## src/rtl/sdac_pkg.sv

```systemverilog
package sdac_pkg;
    localparam int WORD_W = 16;

    // Bit positions inside the bundled input vector
    localparam int IN_SCLK  = 0;
    localparam int IN_SYNC  = 1;
    localparam int IN_SDIN  = 2;
    localparam int IN_LDAC  = 3;
    localparam int IN_RBEN  = 4;
    localparam int IN_CLR   = 5;
    localparam int IN_PWRDN = 6;
    localparam int IN_W     = 7;

    // Idle levels seen before and after reset
    localparam logic [IN_W-1:0] IN_IDLE = 7'b0111011;

    typedef enum logic [1:0] {
        ST_IDLE  = 2'd0,
        ST_FRAME = 2'd1,
        ST_PEND  = 2'd2
    } frame_state_e;
endpackage

```

## src/rtl/sdac_in_sync.sv

```systemverilog
module sdac_in_sync #(
    parameter int              W      = 7,
    parameter int              STAGES = 2,
    parameter logic [W-1:0]    IDLE   = '0
) (
    input  logic         clk,
    input  logic         rst_n,
    input  logic [W-1:0] d_i,
    output logic [W-1:0] lvl_o,
    output logic [W-1:0] fall_o,
    output logic [W-1:0] rise_o
);
    logic [W-1:0] pipe [STAGES];
    logic [W-1:0] prev_q;

    genvar s;
    generate
        for (s = 0; s < STAGES; s++) begin : g_stage
            if (s == 0) begin : g_first
                always_ff @(posedge clk or negedge rst_n) begin
                    if (!rst_n) pipe[0] <= IDLE;
                    else        pipe[0] <= d_i;
                end
            end else begin : g_next
                always_ff @(posedge clk or negedge rst_n) begin
                    if (!rst_n) pipe[s] <= IDLE;
                    else        pipe[s] <= pipe[s-1];
                end
            end
        end
    endgenerate

    always_ff @(posedge clk or negedge rst_n) begin
        if (!rst_n) prev_q <= IDLE;
        else        prev_q <= pipe[STAGES-1];
    end

    assign lvl_o  = pipe[STAGES-1];
    assign fall_o = prev_q & ~pipe[STAGES-1];
    assign rise_o = ~prev_q & pipe[STAGES-1];
endmodule

```

## src/rtl/sdac_frame_fsm.sv

```systemverilog
module sdac_frame_fsm
    import sdac_pkg::*;
#(
    parameter int BITS = WORD_W
) (
    input  logic clk,
    input  logic rst_n,
    input  logic sync_fall_i,
    input  logic sync_rise_i,
    input  logic sclk_fall_i,
    input  logic ldac_n_i,
    output logic commit_o,
    output logic abort_o,
    output logic frame_o,
    output logic pend_o
);
    localparam int CNT_W   = $clog2(BITS + 2);
    localparam int CNT_MAX = BITS + 1;

    frame_state_e state_q, state_d;
    logic [CNT_W-1:0] cnt_q, cnt_d;
    logic             lat_q, lat_d;
    logic             full;

    assign full = (cnt_q == CNT_W'(BITS));

    // State register
    always_ff @(posedge clk or negedge rst_n) begin
        if (!rst_n) begin
            state_q <= ST_IDLE;
            cnt_q   <= '0;
            lat_q   <= 1'b1;
        end else begin
            state_q <= state_d;
            cnt_q   <= cnt_d;
            lat_q   <= lat_d;
        end
    end

    // Next state
    always_comb begin
        state_d = state_q;
        cnt_d   = cnt_q;
        lat_d   = lat_q;
        unique case (state_q)
            ST_IDLE: begin
                if (sync_fall_i) begin
                    state_d = ST_FRAME;
                    cnt_d   = '0;
                    lat_d   = ldac_n_i;
                end
            end
            ST_FRAME: begin
                if (sync_rise_i) begin
                    if (full && lat_q) state_d = ST_PEND;
                    else               state_d = ST_IDLE;
                end else if (sclk_fall_i && cnt_q != CNT_W'(CNT_MAX)) begin
                    cnt_d = cnt_q + 1'b1;
                end
            end
            ST_PEND: begin
                if (sync_fall_i) begin
                    state_d = ST_FRAME;
                    cnt_d   = '0;
                    lat_d   = ldac_n_i;
                end else if (!ldac_n_i) begin
                    state_d = ST_IDLE;
                end
            end
            default: state_d = ST_IDLE;
        endcase
    end

    // Outputs
    always_comb begin
        commit_o = 1'b0;
        abort_o  = 1'b0;
        frame_o  = 1'b0;
        pend_o   = 1'b0;
        unique case (state_q)
            ST_IDLE: ;
            ST_FRAME: begin
                frame_o = 1'b1;
                if (sync_rise_i) begin
                    commit_o = full && !lat_q;
                    abort_o  = !full;
                end
            end
            ST_PEND: begin
                pend_o   = 1'b1;
                commit_o = !ldac_n_i;
            end
            default: ;
        endcase
    end

    // the edge counter never runs past its saturation value
    assert_cnt_bound_R5: assert property (@(posedge clk) disable iff (!rst_n)
        cnt_q <= CNT_W'(CNT_MAX));
    // a commit and a discard never coincide
    assert_commit_excl_R3: assert property (@(posedge clk) disable iff (!rst_n)
        !(commit_o && abort_o));
endmodule

```

## src/rtl/sdac_shifter.sv

```systemverilog
module sdac_shifter
    import sdac_pkg::*;
#(
    parameter int DATA_W = 14
) (
    input  logic              clk,
    input  logic              rst_n,
    input  logic              sclk_fall_i,
    input  logic              frame_i,
    input  logic              sync_n_i,
    input  logic              rben_n_i,
    input  logic              rben_fall_i,
    input  logic              sdin_i,
    input  logic [DATA_W-1:0] hold_i,
    output logic [WORD_W-1:0] sreg_o,
    output logic              sdo_o
);
    localparam int PAD_W = WORD_W - DATA_W;

    logic [WORD_W-1:0] sreg_q;
    logic              rb_arm_q;
    logic              rb_load;
    logic              shift_en;
    logic [WORD_W-1:0] rb_word;

    generate
        if (PAD_W > 0) begin : g_pad
            assign rb_word = {{PAD_W{1'b0}}, hold_i};
        end else begin : g_nopad
            assign rb_word = hold_i[WORD_W-1:0];
        end
    endgenerate

    assign rb_load  = sclk_fall_i && (rb_arm_q || rben_fall_i);
    assign shift_en = sclk_fall_i && (frame_i || !rben_n_i);

    always_ff @(posedge clk or negedge rst_n) begin
        if (!rst_n) begin
            sreg_q   <= '0;
            rb_arm_q <= 1'b0;
        end else begin
            if (rb_load) begin
                sreg_q   <= rb_word;
                rb_arm_q <= 1'b0;
            end else begin
                if (rben_fall_i) rb_arm_q <= 1'b1;
                if (shift_en)
                    sreg_q <= {sreg_q[WORD_W-2:0], frame_i ? sdin_i : 1'b0};
            end
        end
    end

    assign sreg_o = sreg_q;
    assign sdo_o  = sreg_q[WORD_W-1];

    // a readback load leaves the padding bits zero
    generate
        if (PAD_W > 0) begin : g_rb_chk
            assert_rb_pad_R8: assert property (@(posedge clk) disable iff (!rst_n)
                rb_load |=> sreg_q[WORD_W-1:DATA_W] == '0);
        end
    endgenerate

    // with strobe and readback enable high, serial clocks do not disturb the register
    assert_quiet_R11: assert property (@(posedge clk) disable iff (!rst_n)
        (sclk_fall_i && sync_n_i && rben_n_i && !frame_i && !rb_arm_q) |=> $stable(sreg_q));
endmodule

```

## src/rtl/sdac_frontend.sv

```systemverilog
module sdac_frontend
    import sdac_pkg::*;
#(
    parameter int DATA_W      = 14,
    parameter int SYNC_STAGES = 2
) (
    input  logic              clk,
    input  logic              rst_n,
    input  logic              sclk_i,
    input  logic              sync_n_i,
    input  logic              sdin_i,
    input  logic              ldac_n_i,
    input  logic              rben_n_i,
    input  logic              clr_n_i,
    input  logic              pwrdn_i,
    output logic [DATA_W-1:0] code_o,
    output logic              clear_o,
    output logic              pdown_o,
    output logic              sdo_o
);
    logic [IN_W-1:0]   raw, lvl, fall, rise;
    logic              commit, abort, frame, pend;
    logic [WORD_W-1:0] sreg;
    logic [DATA_W-1:0] hold_q, hold_d, code_q;
    logic              clear_q, pdown_q, release_c;

    assign raw[IN_SCLK]  = sclk_i;
    assign raw[IN_SYNC]  = sync_n_i;
    assign raw[IN_SDIN]  = sdin_i;
    assign raw[IN_LDAC]  = ldac_n_i;
    assign raw[IN_RBEN]  = rben_n_i;
    assign raw[IN_CLR]   = clr_n_i;
    assign raw[IN_PWRDN] = pwrdn_i;

    sdac_in_sync #(.W(IN_W), .STAGES(SYNC_STAGES), .IDLE(IN_IDLE)) u_sync (
        .clk(clk), .rst_n(rst_n), .d_i(raw),
        .lvl_o(lvl), .fall_o(fall), .rise_o(rise)
    );

    sdac_frame_fsm #(.BITS(WORD_W)) u_fsm (
        .clk(clk), .rst_n(rst_n),
        .sync_fall_i(fall[IN_SYNC]), .sync_rise_i(rise[IN_SYNC]),
        .sclk_fall_i(fall[IN_SCLK]), .ldac_n_i(lvl[IN_LDAC]),
        .commit_o(commit), .abort_o(abort), .frame_o(frame), .pend_o(pend)
    );

    sdac_shifter #(.DATA_W(DATA_W)) u_shift (
        .clk(clk), .rst_n(rst_n),
        .sclk_fall_i(fall[IN_SCLK]), .frame_i(frame),
        .sync_n_i(lvl[IN_SYNC]), .rben_n_i(lvl[IN_RBEN]),
        .rben_fall_i(fall[IN_RBEN]), .sdin_i(lvl[IN_SDIN]),
        .hold_i(hold_q), .sreg_o(sreg), .sdo_o(sdo_o)
    );

    assign hold_d    = commit ? sreg[DATA_W-1:0] : hold_q;
    assign release_c = clear_q && lvl[IN_CLR] && !lvl[IN_LDAC] && !fall[IN_CLR];

    always_ff @(posedge clk or negedge rst_n) begin
        if (!rst_n) begin
            hold_q  <= '0;
            code_q  <= '0;
            clear_q <= 1'b0;
            pdown_q <= 1'b0;
        end else begin
            hold_q  <= hold_d;
            pdown_q <= lvl[IN_PWRDN];
            if (fall[IN_CLR]) begin
                clear_q <= 1'b1;
            end else if (release_c) begin
                clear_q <= 1'b0;
                code_q  <= hold_d;
            end else if (commit && !clear_q) begin
                code_q  <= hold_d;
            end
        end
    end

    assign code_o  = code_q;
    assign clear_o = clear_q;
    assign pdown_o = pdown_q;

    // a commit loads the data field of the shift register
    assert_commit_load_R3: assert property (@(posedge clk) disable iff (!rst_n)
        commit |=> hold_q == $past(sreg[DATA_W-1:0]));
    // a pending word waits while load stays high
    assert_pend_hold_R4: assert property (@(posedge clk) disable iff (!rst_n)
        (pend && lvl[IN_LDAC]) |=> $stable(hold_q));
    // a discarded frame changes nothing
    assert_discard_R5: assert property (@(posedge clk) disable iff (!rst_n)
        abort |=> ($stable(hold_q) && $stable(code_q)));
    // the code is frozen while clear stays active
    assert_clear_freeze_R6: assert property (@(posedge clk) disable iff (!rst_n)
        (clear_q && $past(clear_q)) |-> $stable(code_q));
    // clear only drops with clear released and load low
    assert_clear_release_R7: assert property (@(posedge clk) disable iff (!rst_n)
        $fell(clear_q) |-> ($past(lvl[IN_CLR]) && !$past(lvl[IN_LDAC])));
endmodule

```

## config.mk

```make
export PLATFORM = sky130hd
export DESIGN_NAME = sdac_frontend
export DESIGN_NICKNAME = d
export VERILOG_FILES = /design/src/rtl/sdac_pkg.sv /design/src/rtl/sdac_in_sync.sv /design/src/rtl/sdac_frame_fsm.sv /design/src/rtl/sdac_shifter.sv /design/src/rtl/sdac_frontend.sv
export SDC_FILE = /design/constraint.sdc
export NUM_CORES = 1
export LEC_CHECK = 0
export ABC_AREA = 1
export ABC_CLOCK_PERIOD_IN_PS = 2000
export CORE_MARGIN = 1.5
export CORE_UTILIZATION = 25
export DETAILED_ROUTE_END_ITERATION = 8
export DONT_BUFFER_PORTS = 1
export PLACE_DENSITY_LB_ADDON = 0.2
export REMOVE_ABC_BUFFERS = 1
export SLEW_MARGIN = 20
export SYNTH_ARGS = -nofsm -noshare
export SYNTH_HDL_FRONTEND = slang
export SYNTH_SLANG_ARGS = --single-unit
```

## constraint.sdc

```tcl
create_clock -name clk -period 2 [get_ports clk]
set_input_delay 0.4 -clock clk [delete_from_list [all_inputs] [get_ports clk]]
set_output_delay 0.4 -clock clk [all_outputs]
set_load 0.02 [all_outputs]
```

# Word level (Yosys, flattened, before mapping)
# Index checks and enable logic that the tools add are counted.
# totals
output_inout_bits	17
input_bits	9
register_bits	75
wordCells	78
# op_classes
n_eq_ne	10
mux	23
bitwise_logic	5
n_reduce_logical	27
add_sub_neg	1
# op_table
cell	n
$mux W14	3
$mux W16	2
$mux W5	3
$mux W2	5
$pmux W5 S2	1
$reduce_bool A2 Y1	5
$logic_and A1 B1 Y1	9
$mux W1	7
$and A6 B6 Y6	1
$ne A2 B2 Y1 const B	3
$not A6 Y6	1
$pmux W2 S3	1
$add A5 B1 Y5 const B	1
$eq A5 B5 Y1 const B	1
$logic_not A1 Y1	5
$ne A5 B5 Y1 const B	1
$ne A2 B1 Y1 const B	2
$reduce_and A2 Y1	2
$reduce_and A4 Y1	1
$ne A3 B3 Y1 const B	1
$reduce_and A3 Y1	1
$and A2 B2 Y2	1
$eq A2 B1 Y1 const B	1
$eq A2 B2 Y1 const B	1
6 further kinds	7

# Longest topological paths before layout
# depth
word_depth	7
ltp_mapped	12
ltp_nobuf	11

# Modules after synthesis
# From an unflattened synthesis, not the netlist that was laid out.
# hier_totals
cells_unflattened	412
hier_area_um2	3553.4
# by_module_without_submodules
mod	area_per_inst_um2	n_inst	seq_area_each_um2	cells_per_inst
sdac_frontend	1261.2	1	750.7	129
sdac_shifter	959.7	1	425.4	138
sdac_in_sync	701.9	1	544.3	56
sdac_frame_fsm	630.6	1	201.4	89

# Worst setup path before layout
# OpenSTA, ideal clock, no wires.
# synth_timing
kind	reg-to-reg
from	reg u_fsm.state_q[1]
to	reg u_shift.sreg_q[10], in the netlist u_shift.sreg_o[10]
stages_incl_launch_ff	10
path_slack_ns	0.351
arrival_ns	1.518
path_buffers	1
required_ns	1.870
period_less_slack_ns	1.649
setup_ns	0.130
path_cell_list	dfrtp_1 -> inv_1 -> ha_1 -> inv_1 -> nand2_1 -> o21ai_2 -> clkbuf_1 -> a21oi_1 -> o21ai_0 -> o21ai_0
# synth_via
elab_chain_cells	5
# synth_rtl
element	line	rtl
start: declaration	sdac_frame_fsm.sv:20	frame_state_e state_q, state_d;
start signal: assignment	sdac_frame_fsm.sv:34	state_q <= state_d;
$eq A2 B1 Y1	sdac_frame_fsm.sv:80	unique case (state_q)
$mux W1	sdac_frame_fsm.sv:80	
$logic_or A1 B1 Y1	sdac_shifter.sv:35	assign shift_en = sclk_fall_i && (frame_i || !rben_n_i);
$logic_and A1 B1 Y1	sdac_shifter.sv:35	
$reduce_bool A2 Y1 (no source line)	--	
end signal: assignment	sdac_shifter.sv:43	sreg_q <= rb_word;
end signal: assignment	sdac_shifter.sv:48	sreg_q <= {sreg_q[WORD_W-2:0], frame_i ? sdin_i : 1'b0};
end: declaration	sdac_shifter.sv:20	logic [WORD_W-1:0] sreg_q;
# No other way between the ends.
# A chain may end at the register's enable or synchronous reset.

# Worst setup path in the final report
# layout_timing
from	reg u_fsm.state_q[0]
to	reg u_fsm.cnt_q[2]
# layout_via
elab_chain_cells	4
word_cells_on_any_way	10
classes_between	eq/ne (5); mux (1); reduce/logical (4)
# layout_rtl
element	line	rtl
$eq A2 B2 Y1 or $logic_not A2 Y1 (tied branches)	sdac_frame_fsm.sv:45	unique case (state_q)
$reduce_or A2 Y1 (no source line)	--	
$ne A2 B1 Y1 (no source line) or $reduce_bool A2 Y1 (tied branches)	--	
$reduce_and A4 Y1 (no source line)	--	
end signal: assignment	sdac_frame_fsm.sv:35	cnt_q <= cnt_d;
end: declaration	sdac_frame_fsm.sv:21	logic [CNT_W-1:0] cnt_q, cnt_d;
# Parallel ways exist; a longest one is shown, timed or not.

==> results_dict.tcl <==
set metrics [dict create \
    rrSetupSlack_ps 200 \
    crit_required_ps 2210 \
    combPwrFrac_pct 15.7 \
    syn2layout_area_growth_pct 17.0 \
    skew_ps 4.72 \
    max_freq_mhz 554 \
    leakagePower_nw 1.71 \
    vdd_drop_max_mv 0.381 \
    drive_above_1_share_pct 14.6 \
    p_seq_share_pct 45.2 \
    hold_class "input pin to async pin" \
    dr.pass1.iters 8 \
    finalCritPeriodShare_pct 90.2 \
    cp.arrival_ps 2010 \
    netlist_area_sq_um 3000 \
    cts_sinks 73 \
    p_int_w 0.00286 \
    insertedDiodeCount 0 \
    slew_violations 0 \
    synth_cell_types 27 \
    tightest_slew_ps 395 \
    synth_top_area_share_pct 48.4 \
    yosysSeqAreaShare_pct 61.6 \
    switchingPower_w 0.00111 \
    synth_edf_count 0 \
    die_w_microns 112 \
    slowest_delay_ps 410 \
    synth_ff_type "dfrtp_1" \
    initialDrtViolationCount 109 \
    post_drt_via_cell_ratio 4.26 \
    synthArstFlopShare_pct 100 \
    worst_hold_slack_ps -239 \
    crit_type "register to register" \
    tns_ps 0 \
    fin_ws_ps 196 \
    grt_max_degree 74 \
    postRouteAntennaNets 0 \
    place_congestion 0.753 \
    antenna_found_initial 0 \
    path_cells "inv_1 > ha_1 > inv_1 > nand2_1 > nand3_1 > o21ai_0 > nand3_1 > buf_4 > nand2_1 > o21ai_0" \
    vias 2005 \
    setup.worst_path.end_class "register" \
    drc_errors 1 \
    start_kind "register" \
    violations "design-rule violations, negative hold slack" \
    p_clk_share_pct 39.1 \
    postSynthCellCount 313 \
    wl_per_cell_microns 12.9 \
    dieArea_sq_um 12700 \
    die_h_microns 112 \
    instances_no_fill 471 \
    grt_pass1_wl_microns 10500 \
    power.density_nw_per_um2 1130 \
    hold_viol_final 73 \
    synth-seq-cells 73 \
    clk_pin_slew_ps 50 \
    place_inst 454 \
    initial_core_util_pct 25.9 \
    ios 26 \
    drt-total-wl_microns 6080 \
    first_global_vias 2092 \
    gr-total-overflow 0 \
    setup_viol 0 \
    ys_warn_count 0 \
    synth_area_leaders "dfrtp_1 48%, dfstp_2 13%, nand2_1 11%, o21ai_0 5.7%, inv_1 4.1%" \
    grtUsageTotal_pct 10.9 \
    cts-root-buf "clkbuf_16" \
    coreArea_sq_um 11600 \
    maxSlewHeadroom_pct 73.5 \
    port_buffers 0 \
    crit_fanout 5 \
    yosysMostFrequentCell "nand2_1" \
    cts_tree "done" \
    synth_top_cells_by_count "91 x nand2_1, 58 x dfrtp_1, 34 x o21ai_0" \
    min_period_ps 1800 \
    rsz0062_at_grt "no" \
    synth_area_leader_cell "dfrtp_1" \
    slowest_stage "dfrtp_1" \
    layout.nets 339 \
    maxCapViolations 0 \
    p_sw_share_pct 28.0 \
    place_area_sq_um 3190 \
    worstSkewPairLatency_ps 330 \
    fp-row-count 39 \
    cts_inserted_buffers 9 \
    dp_hpwl_microns 3790 \
    run_status "finished with violations" \
    dp_slack_ps 208 \
    design_area_sq_um 3510 \
    cts.htree.levels 3 \
    synth_area_per_cell_sq_um 9.57 \
    clock_path_buffers 2 \
]
## per-layer routing
metal	GRT usage [%]	vias to the layer above	wire length [microns]
met5	0	-	0
li1	-	1018	-
met4	5.06	0	142
met1	14.5	934	2980
met2	15.6	41	2600
met3	4.32	12	365
## cell type report
cell class | count | area, sq um
clock inverter | 1 | 7.51
tap | 143 | 179
multi-input combinational | 197 | 982
inverter | 34 | 131
sequential | 73 | 1850
clock buffer | 15 | 288
fill | 1175 | 8060
timing repair buffer | 8 | 72.6
## sequential cells by signal, summed over array words and instances (netlist names), 2 cells and up
register / flops
u_sync.prev_q: 4
u_sync.lvl_o: 7
hold_q: 14
u_sync.pipe: 7
u_fsm.state_q: 2
u_shift.sreg_o: 16
code_o: 14
u_fsm.cnt_q: 5
## cells in the final DEF, fill, tap and decap left out, types with 2 or more instances in the layout
master,Yosys,layout
a21oi_1,18,18
buf_4,1,7
clkbuf_1,4,2
clkbuf_16,0,9
clkbuf_8,0,4
clkinvlp_4,0,2
dfrtp_1,58,58
dfstp_2,15,15
ha_1,7,7
inv_1,33,31
inv_2,1,2
nand2_1,91,91
nand3_1,21,21
nor2_1,9,9
nor2_2,2,2
o21ai_0,34,34
o22ai_1,2,2
xor2_1,3,3
## logic make-up (layout without fill, tap and decap cells)
logic type	count (synthesis)	after routing	synth area share, %
XOR/XNOR	3	3	0.877
AND/OR/NAND/NOR	128	128	17.7
AO/OA/AOI/OAI	59	59	11.0
adder cells (fa/ha/maj)	7	7	2.92
buffers and inverters	43	58	5.89
flip-flops	73	73	61.6
## per-stage QoR
| stage | util, % | total power [W] |
|---|---|---|
| final | 30.3 | 0.00397 |
| after CTS | 30.2 | 0.00403 |
| after global routing | 30.3 | 0.00423 |
| after detailed placement | 27.6 | 0.00244 |
| after floorplan | - | 0.00223 |
| after global placement | 27.6 | 0.00243 |
## critical path, delay by kind of cell (launching register included)
kind	cells	cell delay [ps]
compound gates	2	200
buf+inv	3	340
simple gates	4	530
fa+ha+maj	1	190
flops	1	410
## power groups by stage
stage	Sequential, W	Clock, W	Combinational (W)
3_5_place_dp	0.00182	0	0.000623
6_report	0.00179	0.00155	0.000623
4_1_cts	0.00179	0.00161	0.000626
2_1_floorplan	0.00179	0	0.000437
3_3_place_gp	0.00181	0	0.000620
5_1_grt	0.00182	0.00168	0.000732
## path summary, 6_finish.rpt
path,startpoint,cells past startpoint,to
min,rst_n,0,code_o[12]$_DFFE_PN0P_
min in group clk,clr_n_i,0,u_sync.pipe[12]$_DFF_PN1_
max,u_fsm.state_q[0]$_DFFE_PN0P_,10,u_fsm.cnt_q[2]$_DFFE_PN0P_
min reg2reg,u_sync.pipe[9]$_DFF_PN0_,0,u_sync.lvl_o[2]$_DFF_PN0_
max in group asynchronous,rst_n,0,u_sync.lvl_o[4]$_DFF_PN1_
max reg2reg,u_fsm.state_q[0]$_DFFE_PN0P_,10,u_fsm.cnt_q[2]$_DFFE_PN0P_
## repair_timing
item | 4_1_cts | 5_1_grt
gates resized for setup | 0 | 3
hold endpoints to repair | 73 | 73
buffers inserted | 0 | 1
setup endpoints to repair | 0 | 3
No activity file was read; power rests on OpenSTA's default activity.
